**src/rtl/dma_admit_pkg.sv**
```systemverilog
package dma_admit_pkg;
    localparam int DEF_WORD_W = 32;
    localparam int NUM_WORDS  = 2;
endpackage

```
**src/rtl/dma_admit_trig.sv**
```systemverilog
module dma_admit_trig #(
    parameter int NUM_CH = 64
) (
    input  logic [NUM_CH-1:0] man_i,
    input  logic [NUM_CH-1:0] ext_i,
    input  logic [NUM_CH-1:0] chain_i,
    input  logic [NUM_CH-1:0] pend_q_i,
    input  logic [NUM_CH-1:0] take_i,
    output logic [NUM_CH-1:0] pend_d_o
);
    // Sources merge into one bit per channel; a fresh trigger in the
    // admission cycle survives so it is not lost.
    for (genvar c = 0; c < NUM_CH; c++) begin : g_ch
        always_comb begin
            pend_d_o[c] = (pend_q_i[c] & ~take_i[c]) | man_i[c] | ext_i[c] | chain_i[c];
        end
    end
endmodule

```
**src/rtl/dma_admit_pick.sv**
```systemverilog
module dma_admit_pick #(
    parameter int NUM_CH = 64,
    parameter int IDX_W  = $clog2(NUM_CH)
) (
    input  logic [NUM_CH-1:0] req_i,
    output logic              found_o,
    output logic [IDX_W-1:0]  idx_o,
    output logic [NUM_CH-1:0] onehot_o
);
    // Isolate lowest set bit, then encode it.
    always_comb begin
        onehot_o = req_i & (~req_i + NUM_CH'(1));
        found_o  = |req_i;
        idx_o    = '0;
        for (int c = 0; c < NUM_CH; c++) begin
            if (onehot_o[c]) idx_o = IDX_W'(c);
        end
    end
endmodule

```
**src/rtl/dma_admit_clr.sv**
```systemverilog
module dma_admit_clr #(
    parameter int WORD_W    = 32,
    parameter int NUM_WORDS = 2,
    parameter int NUM_CH    = WORD_W * NUM_WORDS,
    parameter int IDX_W     = $clog2(NUM_CH)
) (
    input  logic                 hw_vld_i,
    input  logic [IDX_W-1:0]     hw_ch_i,
    input  logic [NUM_WORDS-1:0] sw_we_i,
    input  logic [WORD_W-1:0]    sw_data_i,
    output logic [NUM_CH-1:0]    clr_o
);
    logic [NUM_CH-1:0] sw_mask;
    logic [NUM_CH-1:0] hw_mask;

    for (genvar w = 0; w < NUM_WORDS; w++) begin : g_word
        always_comb begin
            sw_mask[w*WORD_W +: WORD_W] = sw_we_i[w] ? sw_data_i : '0;
        end
    end

    always_comb begin
        hw_mask = hw_vld_i ? (NUM_CH'(1) << hw_ch_i) : '0;
        clr_o   = hw_mask | sw_mask;
    end
endmodule

```
**src/rtl/dma_admit_gate.sv**
```systemverilog
module dma_admit_gate #(
    parameter int WORD_W = dma_admit_pkg::DEF_WORD_W,
    localparam int NUM_CH = WORD_W * dma_admit_pkg::NUM_WORDS,
    localparam int IDX_W  = $clog2(NUM_CH)
) (
    input  logic              clk,
    input  logic              rst_n,
    input  logic [NUM_CH-1:0] man_trig_i,
    input  logic [NUM_CH-1:0] ext_evt_i,
    input  logic [NUM_CH-1:0] chain_trig_i,
    input  logic              hw_done_vld_i,
    input  logic [IDX_W-1:0]  hw_done_ch_i,
    input  logic              sw_clr_lo_we_i,
    input  logic              sw_clr_hi_we_i,
    input  logic [WORD_W-1:0] sw_clr_data_i,
    output logic              q_valid_o,
    output logic [IDX_W-1:0]  q_ch_o,
    input  logic              q_ready_i,
    output logic [WORD_W-1:0] flag_lo_o,
    output logic [WORD_W-1:0] flag_hi_o
);
    typedef struct packed {
        logic [NUM_CH-1:0] pend;
        logic [NUM_CH-1:0] flag;
        logic              vld;
        logic [IDX_W-1:0]  ch;
    } gate_state_t;

    gate_state_t s_q, s_d;

    logic [NUM_CH-1:0] req;
    logic              found;
    logic [IDX_W-1:0]  pick_idx;
    logic [NUM_CH-1:0] pick_oh;
    logic              take;
    logic [NUM_CH-1:0] take_mask;
    logic [NUM_CH-1:0] pend_nxt;
    logic [NUM_CH-1:0] clr_mask;

    assign req = s_q.pend & ~s_q.flag;

    dma_admit_pick #(.NUM_CH(NUM_CH), .IDX_W(IDX_W)) u_pick (
        .req_i    (req),
        .found_o  (found),
        .idx_o    (pick_idx),
        .onehot_o (pick_oh)
    );

    assign take      = found & (~s_q.vld | q_ready_i);
    assign take_mask = take ? pick_oh : '0;

    dma_admit_trig #(.NUM_CH(NUM_CH)) u_trig (
        .man_i    (man_trig_i),
        .ext_i    (ext_evt_i),
        .chain_i  (chain_trig_i),
        .pend_q_i (s_q.pend),
        .take_i   (take_mask),
        .pend_d_o (pend_nxt)
    );

    dma_admit_clr #(
        .WORD_W(WORD_W), .NUM_WORDS(dma_admit_pkg::NUM_WORDS),
        .NUM_CH(NUM_CH), .IDX_W(IDX_W)
    ) u_clr (
        .hw_vld_i  (hw_done_vld_i),
        .hw_ch_i   (hw_done_ch_i),
        .sw_we_i   ({sw_clr_hi_we_i, sw_clr_lo_we_i}),
        .sw_data_i (sw_clr_data_i),
        .clr_o     (clr_mask)
    );

    always_comb begin
        s_d      = s_q;
        s_d.pend = pend_nxt;
        // Admission is applied after the clear, so it wins on a tie.
        s_d.flag = (s_q.flag & ~clr_mask) | take_mask;
        if (take) begin
            s_d.vld = 1'b1;
            s_d.ch  = pick_idx;
        end else if (s_q.vld && q_ready_i) begin
            s_d.vld = 1'b0;
        end
    end

    always_ff @(posedge clk) begin
        if (!rst_n) s_q <= '0;
        else        s_q <= s_d;
    end

    assign q_valid_o = s_q.vld;
    assign q_ch_o    = s_q.ch;
    assign flag_lo_o = s_q.flag[WORD_W-1:0];
    assign flag_hi_o = s_q.flag[NUM_CH-1:WORD_W];
endmodule

```
**config.mk**
```make
export PLATFORM = sky130hd
export DESIGN_NAME = dma_admit_gate
export DESIGN_NICKNAME = d
export VERILOG_FILES = /design/src/rtl/dma_admit_pkg.sv /design/src/rtl/dma_admit_trig.sv /design/src/rtl/dma_admit_pick.sv /design/src/rtl/dma_admit_clr.sv /design/src/rtl/dma_admit_gate.sv
export SDC_FILE = /design/constraint.sdc
export NUM_CORES = 1
export LEC_CHECK = 0
export BUFFER_PORTS_ARGS = -buffer_cell sky130_fd_sc_hd__buf_4
export CAP_MARGIN = 25
export CORE_UTILIZATION = 37
export CTS_CLUSTER_SIZE = 30
export DETAILED_ROUTE_END_ITERATION = 6
export GPL_ROUTABILITY_DRIVEN = 0
export PLACE_DENSITY = 0.68
export SLEW_MARGIN = 20
export SYNTH_ARGS = -nofsm -noshare
export SYNTH_HDL_FRONTEND = slang
export SYNTH_SLANG_ARGS = --single-unit
export TNS_END_PERCENT = 1
```
**constraint.sdc**
```tcl
create_clock -name clk -period 5.31 [get_ports clk]
set_input_delay 0.2655 -clock clk [delete_from_list [all_inputs] [get_ports clk]]
set_output_delay 0.2655 -clock clk [all_outputs]
set_load 0.1 [all_outputs]
```
Word-level counts from Yosys, hierarchy flattened
Cells that the tools add are included.

storage, ports and cells
  register bits after elaboration = 135
  input bits = 236

cells by class
  $add $sub $neg = 1
  shift-type cells = 1
  muxes and demuxes = 69
  bitwise logic cells = 331
  reduce and logical (&&, ||, !) cells = 3

operators by type and width
  kind                                               count
  OR 1 bit                                           193
  bitwise AND 64 bit                                 3
  two-way mux 6 bit                                  32
  inverter 64 bit                                    3
  two-way mux 64 bit                                 2
  OR 64 bit                                          2
  two-way mux 5 bit                                  16
  bitwise AND 1 bit                                  65
  inverter 1 bit                                     65
  adder 64 x 1 -> 64 bit (second input constant)     1
  two-way mux 32 bit                                 2
  OR reduction 64 bit                                1
  << shifter 1 x 6 -> 64 bit (first input constant)  1
  two-way mux 4 bit                                  8
  two-way mux 3 bit                                  4
  two-way mux 2 bit                                  2
  two-way mux 1 bit                                  3
  nonzero test 2 bit                                 1
  logical AND 1 bit                                  1

Logic depth before layout (Yosys ltp)
Gate-level depths: netlist of the first run.

  depth in word-level cells = 68
  depth in mapped cells = 12
  mapped depth without buffers = 8

Cells and area by module
From an unflattened synthesis of the first run, not the netlist that was laid out.

unflattened totals
  cell total of the unflattened synthesis = 1158
  area, all modules = 9542.9 um^2

by module, submodules not included
  module          times used  cells each  area each (um^2)
  dma_admit_gate  1           577         5836.8
  dma_admit_pick  1           240         1450.1
  dma_admit_trig  1           192         1201.2
  dma_admit_clr   1           149         1054.8

Worst setup path after synthesis of the first run
No wires, ideal clock.

  path type = flip-flop to flip-flop
  start point = reg s_q[71] (netlist bit)
  end point = reg s_q (netlist bit q_ch_o[1])
  setup time = 133 ps
  arrival = 3020 ps
  required time = 5177 ps
  slack = 2157 ps
  stages on the path, launching flop included = 13
  path buffers = 5
  path through = dfxtp_1 > nor2b_2 > or4_1 > or3_1 > buf_2 > or3_1 > buf_2 > o41a_1 > buf_6 > buf_6 > buf_6 > o21ai_1 > a21oi_1

between the ends
  longest elaborated chain between the ends = 66
  elaborated cells on any way between the ends = 68
  those cells by class = 1 x add/sub; 62 x mux; 4 x bitwise; 1 x reduce/logical

RTL lines
  item                              line                  source
  from (decl)                       dma_admit_gate.sv:29  gate_state_t s_q, s_d;
  from (signal assigned)            dma_admit_gate.sv:86  if (!rst_n) s_q <= '0;
  from (signal assigned)            dma_admit_gate.sv:87  else s_q <= s_d;
  bitwise AND 64 bit *              dma_admit_gate.sv:40  assign req = s_q.pend & ~s_q.flag;
  inverter 64 bit                   dma_admit_pick.sv:12  onehot_o = req_i & (~req_i + NUM_CH'(1));
  adder 64 x 1 -> 64 bit            dma_admit_pick.sv:12
  bitwise AND 64 bit                dma_admit_pick.sv:12
  two-way mux 2 bit (2 in series)   dma_admit_pick.sv:16  if (onehot_o[c]) idx_o = IDX_W'(c);
  two-way mux 3 bit (4 in series)   dma_admit_pick.sv:16
  two-way mux 4 bit (8 in series)   dma_admit_pick.sv:16
  two-way mux 5 bit (16 in series)  dma_admit_pick.sv:16
  two-way mux 6 bit (32 in series)  dma_admit_pick.sv:16

Every way passes the cells marked *; elsewhere a longest branch is shown, timed or not.
A chain may end at the register's enable or synchronous reset.

Final worst setup path of the first run
  start point = reg s_q[71] (netlist bit)
  end point = reg s_q[127] (netlist bit)

between the ends
  longest elaborated chain between the ends = 10
  elaborated cells on any way between the ends = 12
  those cells by class = 1 x add/sub; 1 x mux; 9 x bitwise; 1 x reduce/logical

RTL lines
  item                      line                  source
  bitwise AND 64 bit *      dma_admit_gate.sv:40
  inverter 64 bit           dma_admit_pick.sv:12
  adder 64 x 1 -> 64 bit    dma_admit_pick.sv:12
  bitwise AND 64 bit        dma_admit_pick.sv:12
  two-way mux 64 bit *      dma_admit_gate.sv:50  assign take_mask = take ? pick_oh : '0;
  inverter 1 bit *          dma_admit_trig.sv:15  pend_d_o[c] = (pend_q_i[c] & ~take_i[c]) | man_i[c] | ext_i[c] | chain_i[c];
  bitwise AND 1 bit *       dma_admit_trig.sv:15
  OR 1 bit * (3 in series)  dma_admit_trig.sv:15

Marks and branches as above.

==> reports/metrics.cfg, run 1 <==
[global_routing]
antenna_found_initial = 0
track_usage = 0.290
grt_pass1_wl_mm = 47.8
grt_overflow_total = 0
grt_max_degree = 73
grt_pass1_vias = 8399

[critical_path]
cp.required_ns = 5.65
cp-end-kind = flip-flop
cp_max_fo = 36
cp.arrival_ns = 4.27
crit_slowest_cell = or3_1
start_kind = flip-flop
path_common_cell = or3_1
crit_chain = nor2b_2 -> or4_1 -> or3_1 -> or3_1 -> o41a_1 -> buf_4 -> nand3_1 -> o21ai_0 -> a21oi_1
criticalPathCategory = flip-flop to flip-flop
max_stage_delay_ns = 0.66

[clock_network]
cts_tree = yes
cts_buffers = 17
clk_path_buf_depth = 2
root_buffer = clkbuf_16
cts_resized = 0
worst_skew_pair.late_latency_ns = 0.43
clkTransAtPathRegs_ns = 0.07
post_cts.repair.setup_buffers = 0
postCtsHoldBufs = 0
clock_sinks = 135
cts_max_level = 4

[flow_run]
cap_violations = 0

[placement]
dp_hpwl_mm = 24.9
port_buffers = 306

[drt]
viasPerCell = 5.92
drt_iter0_drc = 1205
ant_nets = 0
avgRoutedWirePerCell_um = 21.1
first_pass_iters = 7
drc_errors = 0
num_vias = 8945
wirelength_mm = 31.8

[finish]
syn_to_final_growth_pct = 34.3
post-route-util = 0.512
nNetsFinal = 1463
antenna_cells = 0
fill_cells = 2027
drive_gt1_frac = 0.296

[logic_synthesis]
syn_nets = 1243
synthTopCellsByArea = dfxtp_1, buf_4, a21oi_1
syn_area_per_cell_um2 = 7.76
synth_seq_cells = 135
syn_inst = 1007
synth_edf_count = 0
ys_seq_area_frac = 0.346
synthDistinctLibCells = 60
synth_common_cells = dfxtp_1, nand2_1, a21oi_1, buf_4, nor2_1
synth_flop_cell = dfxtp_1
yosysWarnings = 0
synth_top_area_cell = dfxtp_1
netlist_area_um2 = 7820
synth_top_area_share = 0.346
async_reset_ff_frac = 0
synth_most_common_cell = dfxtp_1

[floorplan]
die_h_um = 147
row_count = 52
io_pins = 307
die_w_um = 147
dieArea_um2 = 21700
core_area_um2 = 20500
initial_utilization = 0.381

[sta]
tns_ns = 0
setup_viol = 0
final-hold-violation-count = 0
fin_crit_sh = 0.741
timing.fmax_mhz = 254
relSlewSlack = 0.415
rsz0062_at_grt = no
slew_viol_final = 0
tightestPinTransition_ns = 0.865
finalClockSkew_ns = 0.0113
finalCriticalPeriod_ns = 3.94

[status]
status = finished clean

[pwr]
vdd_drop_max_mv = 0.219
p_per_area_nw_per_um2 = 283
power.leakage_nw = 4.13

[worst_hold_path]
hold_path.class = input pin to flip-flop

-- state kept, by name, indices dropped and copies added, names as in the netlist --
name,count
q_valid_o,1
s_q,64
flag_hi_o,32
flag_lo_o,32
q_ch_o,6
-- where the power goes --
part,switching (mW),internal [mW],total [mW]
logic,0.252,0.192,0.443
registers,0.0234,1.05,1.08
clock network,0.468,0.987,1.46
-- cell families after synthesis --
kind of cell,Yosys count,share of synthesized area
buffers and inverters,116,0.0959
AOI/OAI and AO/OA,271,0.229
and+or+nand+nor,485,0.329
DFF,135,0.346
-- metal layers --
layer / global-route usage / up-vias / wire length (µm)
li1: - / 4110 / -
met1: 0.357 / 4148 / 12500
met2: 0.474 / 583 / 14800
met3: 0.0643 / 104 / 3040
met4: 0.146 / 0 / 1560
met5: 0 / - / 0
-- critical path, delay by kind of cell, from the launching register on --
| kind | cells | cell delay (ns) |
|---|---|---|
| buffers and inverters | 1 | 0.33 |
| flip-flops | 1 | 0.32 |
| AO/OA/AOI/OAI | 3 | 0.87 |
| AND/OR/NAND/NOR | 5 | 2.31 |
-- final timing paths --
| path | start | slack (ns) | cells after the start | end |
|---|---|---|---|---|
| setup reg to reg | s_q[71] | 1.37 | 9 | s_q[127] |
| hold reg to reg | s_q[73] | 0.46 | 2 | s_q[73] |
| setup / recovery | s_q[71] | 1.37 | 9 | s_q[127] |
| hold / removal | man_trig_i[31] | 0.05 | 3 | s_q[102] |
-- layout make-up --
type / instances / area (µm²) / share of cell area
timing repair buffer: 312 / 2350 / 0.224
clock buffer: 19 / 443 / 0.0422
multi-input combinational: 756 / 4360 / 0.416
clock inverter: 13 / 274 / 0.0261
tap: 270 / 338 / 0.0322
inverter: 5 / 20.0 / 0.00191
sequential: 135 / 2700 / 0.257
-- placed cells by master (no fill, tap or decap), drive strengths merged, types with 5 or more instances in the layout --
cell type,count
buf,312
dfxtp,135
nand2,111
a21oi,97
nor2,65
nor3,60
nor2b,56
o211ai,54
nand3,47
nand2b,43
o21ai,33
a2111oi,23
or3,22
clkbuf,19
nand4,18
o31ai,16
nor4,16
nand3b,13
a31oi,10
bufinv,8
o41ai,8
a31o,6
or4,5
or2,5
o311ai,5
-- per-stage QoR --
step | setup slack [ns] | cell area [µm²] | hold WS, ns | std cells | power, mW
2_1_floorplan | 2.16 | 7820 | 0.397 | 1007 | 1.32
3_3_place_gp | 1.54 | 9760 | 0.444 | 1477 | 1.52
3_5_place_dp | 1.46 | 9760 | 0.451 | 1477 | 1.53
4_1_cts | 1.43 | 10500 | 0.0429 | 1509 | 2.97
5_1_grt | 1.21 | 10500 | 0.0527 | 1510 | 3.05
6_report | 1.37 | 10500 | 0.0510 | 1510 | 2.97
No activity file was read; power rests on OpenSTA's default activity.
==> run 2: changes to the inputs <==
ABC_AREA = 1   (was default)
PLACE_DENSITY = 0.69   (was 0.68)
clock period = 3.5 ns   (was 5.31 ns; I/O delays follow)
==> run 2 against run 1 <==
Compared with the run above: total power is 38% higher; combinational power is 60% higher; first-iteration DRC count fell by 17%; synthesized cell count is 27% higher; non-clock buffer count rose by 6; count of clock-buffer cells in the layout increased by 3; flip-flop and latch count stayed put; cell count rose by 19%; sequential share of layout area shrank 0.93 points.
==> reports/metrics.cfg, run 2 <==
[finish]
largest_reg_flops = 64
antenna_cells = 0
syn_to_final_growth_pct = 31.5
final_cell_mix = buf_4, nand2_1, inv_1
fill_cells = 2254
mostFrequentLayoutCell = buf_4
largest_register = s_q
drive_gt1_frac = 0.268
nNetsFinal = 1740

[pwr]
p_per_area_nw_per_um2 = 377
power.leakage_nw = 5.05
vdd_drop_max_mv = 0.371

[clock_network]
postCtsHoldBufs = 2
clock_sinks = 135
cts_resized = 0
cts_max_level = 4
clkTransAtPathRegs_ns = 0.06
post_cts.repair.setup_buffers = 0
clk_path_buf_depth = 2
cts_buffers = 17
worst_skew_pair.late_latency_ns = 0.44
cts_tree = yes
root_buffer = clkbuf_16

[drt]
first_pass_iters = 7
drc_errors = 0
viasPerCell = 5.39
drt_iter0_drc = 997
num_vias = 9685
ant_nets = 0
avgRoutedWirePerCell_um = 17.7
wirelength_mm = 31.8

[worst_hold_path]
hold_path.class = input pin to flip-flop
min_path_cells = 3

[global_routing]
grt_pass1_wl_mm = 46.9
track_usage = 0.275
grt_pass1_vias = 8847
antenna_found_initial = 0
grt_overflow_total = 0
grt_max_degree = 55

[critical_path]
crit_slowest_cell = dfxtp_1
cp.arrival_ns = 3.63
cp_max_fo = 27
max_stage_delay_ns = 0.37
criticalPathCategory = flip-flop to flip-flop
crit_chain = inv_1 -> nand2_2 -> nand3_4 -> nor2_4 -> nand2_4 -> nor2_4 -> nand2_2 -> nor2_4 -> nand2_2 -> nor2_4 -> nand2_2 -> nor2_4 -> nand2_4 -> nor2_4 -> nand3_2 -> nand2_4 -> inv_2 -> buf_4 -> nand3_1 -> nand2_1 -> a21oi_1
start_kind = flip-flop
cp.required_ns = 3.86
path_common_cell = nor2_4
cp-end-kind = flip-flop
r2r_cells = 21

[logic_synthesis]
synth_most_common_cell = nand2_1
synth_top_area_share = 0.326
synth_edf_count = 0
synthTopCellsByArea = dfxtp_1, nand2_1, a21oi_1
synth_flop_cell = dfxtp_1
syn_inst = 1274
synth_top_area_cell = dfxtp_1
syn_nets = 1510
yosysWarnings = 0
netlist_area_um2 = 8280
async_reset_ff_frac = 0
ys_seq_area_frac = 0.326
synth_common_cells = nand2_1, inv_1, a21oi_1, dfxtp_1, nor2_1
synth_seq_cells = 135
synthDistinctLibCells = 39
syn_area_per_cell_um2 = 6.50

[sta]
timing.fmax_mhz = 306
finalCriticalPeriod_ns = 3.27
tightestPinTransition_ns = 0.801
slew_viol_final = 0
rsz0062_at_grt = no
finalClockSkew_ns = 0.00986
relSlewSlack = 0.466
final-hold-violation-count = 0
tns_ns = 0
hold_ws_ns = 0.000792
setup_viol = 0
fin_crit_sh = 0.935

[floorplan]
core_area_um2 = 21900
row_count = 54
io_pins = 307
die_w_um = 152
dieArea_um2 = 23000
initial_utilization = 0.378
die_h_um = 152

[status]
status = finished clean

[flow_run]
cap_violations = 0

[placement]
dp_hpwl_mm = 25.8
port_buffers = 306

## run 2: cell count changes after synthesis, sizes merged, moves of 22 or more
cell	change
a21oi	+41
o211ai	-53
a2111oi	-23
o21ai	-24
or3	-22
nor2b	-56
nand2b	-43
nor3	+39
nand2	+176
nor2	+78
o221ai	+30
inv	+180
## run 2: per-layer routing
metal	up-vias	track usage	wire (µm)
li1	4604	-	-
met1	4391	0.339	12400
met2	609	0.442	14400
met3	81	0.0772	3740
met4	0	0.127	1270
met5	-	0	0
## run 2: path summary, 6_finish.rpt
check	start	to	slack, ns
min	chain_trig_i[15]	s_q[86]	0.0008
min reg2reg	s_q[112]	s_q[112]	0.46
max	flag_lo_o[1]	s_q[106]	0.23
max reg2reg	flag_lo_o[1]	s_q[106]	0.23
## run 2: logic make-up after synthesis
logic type	count (synthesis)	synth area share
compound gates	206	0.151
buf+inv	294	0.171
flops	135	0.326
simple gates	639	0.352
## run 2: cell type report
type	instances	area [µm²]	area share
Inverter	187	703	0.0646
Clock buffer	22	464	0.0426
Sequential cell	135	2700	0.248
Tap cell	280	350	0.0322
Timing Repair Buffer	318	2400	0.221
Clock inverter	9	101	0.00930
Multi-Input combinational cell	845	4170	0.382
## run 2: power by group
group / switching, mW / internal [mW]
Combinational: 0.423 / 0.288
Sequential: 0.0350 / 1.60
Clock: 0.689 / 1.08
Total: 1.15 / 2.96
## run 2: stage by stage
stage,total power [mW],util,setup WS [ns],area (µm²),cells
after floorplan,2.04,-,1.07,8280,1274
after global placement,2.35,0.471,0.380,10300,1763
after detailed placement,2.36,0.471,0.354,10300,1763
after CTS,4.11,0.498,0.321,10900,1796
after global routing,4.25,0.498,0.0559,10900,1796
final,4.11,0.498,0.229,10900,1796
## run 2: critical path, delay by kind of cell, from the launching register on
| family | cells | cell delay [ns] |
|---|---|---|
| simple gates | 17 | 2.07 |
| buf+inv | 3 | 0.61 |
| flops | 1 | 0.37 |
| compound gates | 1 | 0.12 |
==> run 3: changes to the inputs <==
PLACE_DENSITY = 0.67   (was 0.69)
clock period = 4.2 ns   (was 3.5 ns; I/O delays follow)
==> run 3 against run 2 <==
Compared with the run above: critical path depth unchanged; register-to-register slack gained 0.58 ns; combinational power decreased by 17%; core utilization about the same; setup slack better by 0.58 ns; the run now ends with design-rule violations left; cell count fell by 0.45%; die area is the same; flip-flop and latch count is the same.
==> reports/metrics.cfg, run 3 (same netlist as run 2, synthesis figures left out) <==
[status]
status = finished, violations left
violations = design-rule violations

[critical_path]
r2r_setup_slack_ns = 0.80
start_kind = flip-flop
criticalPathCategory = flip-flop to flip-flop
cp_max_fo = 50
r2r-start = flag_lo_o[1]
cp.required_ns = 4.56
reg2reg_to = s_q[76]
cp-end-kind = flip-flop
cp.arrival_ns = 3.76
r2r_cells = 21

[clock_network]
clock_sinks = 135
post_cts.repair.setup_buffers = 0
postCtsHoldBufs = 0
cts_max_level = 4
clkTransAtPathRegs_ns = 0.06
cts_tree = yes
root_buffer = clkbuf_16
worst_skew_pair.late_latency_ns = 0.44
cts_resized = 0
clk_path_buf_depth = 2
cts_buffers = 17

[worst_hold_path]
holdPathEnd = s_q[118]
hold_path.class = input pin to flip-flop
hold_start = chain_trig_i[47]
min_path_cells = 3

[global_routing]
grt_pass1_vias = 8834
grt_overflow_total = 0
grt_max_degree = 89
track_usage = 0.273
grt_pass1_wl_mm = 46.9
antenna_found_initial = 0

[sta]
finalCriticalPeriod_ns = 3.40
final-hold-violation-count = 0
tns_ns = 0
relSlewSlack = 0.344
timing.fmax_mhz = 295
slew_viol_final = 0
setup_viol = 0
fin_crit_sh = 0.808
rsz0062_at_grt = no
finalClockSkew_ns = 0.0120
tightestPinTransition_ns = 0.982

[finish]
drive_gt1_frac = 0.265
final_cell_mix = buf_4, nand2_1, inv_1
post-route-util = 0.498
nNetsFinal = 1731
antenna_cells = 0
mostFrequentLayoutCell = buf_4
largest_register = s_q
syn_to_final_growth_pct = 31.6
largest_reg_flops = 64

[pwr]
p_per_area_nw_per_um2 = 330
vdd_drop_max_mv = 0.261
power.leakage_nw = 5.04

[floorplan]
dieArea_um2 = 23000
io_pins = 307
initial_utilization = 0.378
row_count = 54
die_w_um = 152
core_area_um2 = 21900
die_h_um = 152

[placement]
port_buffers = 306
dp_hpwl_mm = 25.5

[drt]
viasPerCell = 5.40
drc_errors = 2
ant_nets = 0
num_vias = 9660
drt_iter0_drc = 1173
wirelength_mm = 31.7
avgRoutedWirePerCell_um = 17.7
first_pass_iters = 7

[flow_run]
cap_violations = 0

[run 3: cell count changes in the layout (fill, tap and decap cells not counted), sizes merged]
| cell | previous run | this run |
|---|---|---|
| bufinv | 2 | 4 |
| clkinvlp | 1 | 0 |
| clkbuf | 22 | 25 |
| buf | 316 | 309 |
| dlygate4sd3 | 2 | 0 |
| clkinv | 9 | 6 |
[run 3: stage by stage]
stage                     instance area, µm²  hold WS [ns]  power [mW]  setup slack, ns  std cells
after floorplan                         8280         0.327        1.70             1.77       1274
after global placement                 10300         0.450        1.96             1.06       1756
after detailed placement               10300         0.454        1.97            0.929       1756
after CTS                              10900        0.0370        3.60            0.895       1788
after global routing                   10900        0.0419        3.72            0.569       1788
final                                  10900        0.0406        3.59            0.805       1788
[run 3: metal layers]
| layer | GRT usage | share of wire |
|---|---|---|
| met2 | 0.438 | 0.45 |
| met1 | 0.346 | 0.40 |
| met5 | 0 | 0 |
| met4 | 0.121 | 0.039 |
| met3 | 0.0686 | 0.11 |
[run 3: worst max path at each step]
stage | startpoint | endpoint | slack, ns | cells past startpoint
after floorplan | flag_lo_o[1] | q_ch_o[4] | 1.77 | 21
after global placement | flag_lo_o[0] | s_q[75] | 1.06 | 21
after detailed placement | flag_lo_o[0] | s_q[76] | 0.93 | 21
after CTS | flag_lo_o[1] | s_q[76] | 0.90 | 21
after global routing | flag_lo_o[1] | s_q[82] | 0.57 | 21
final | flag_lo_o[1] | s_q[76] | 0.80 | 21
[run 3: layout make-up]
| cell class | count | area (µm²) |
|---|---|---|
| clock buffers | 25 | 505 |
| repair buffers | 309 | 2330 |
| well taps | 280 | 350 |
| clock inverters | 7 | 139 |
| multi-input cells | 845 | 4170 |
| flip-flops and latches | 135 | 2700 |
| inverters | 187 | 703 |
| fillers | 2244 | 11000 |
[run 3: where the power goes]
group	internal (mW)	switching (mW)
Sequential	1.33	0.0296
Combinational	0.236	0.355
Clock	1.07	0.572
Total	2.64	0.957
[run 3: critical path, stage by stage (launching register included)]
cell,delay [ns]
dfxtp_1,0.37
inv_1,0.06
nand2_2,0.11
nand3_4,0.12
nor2_4,0.23
nand2_4,0.12
nor2_4,0.13
nand2_2,0.09
nor2_4,0.12
nand2_2,0.10
nor2_4,0.12
nand2_2,0.09
nor2_4,0.11
nand2_4,0.08
nor2_4,0.14
nand3_2,0.11
nand2_4,0.13
inv_2,0.38
buf_4,0.38
nand3_1,0.12
nand2_1,0.06
a21oi_1,0.13
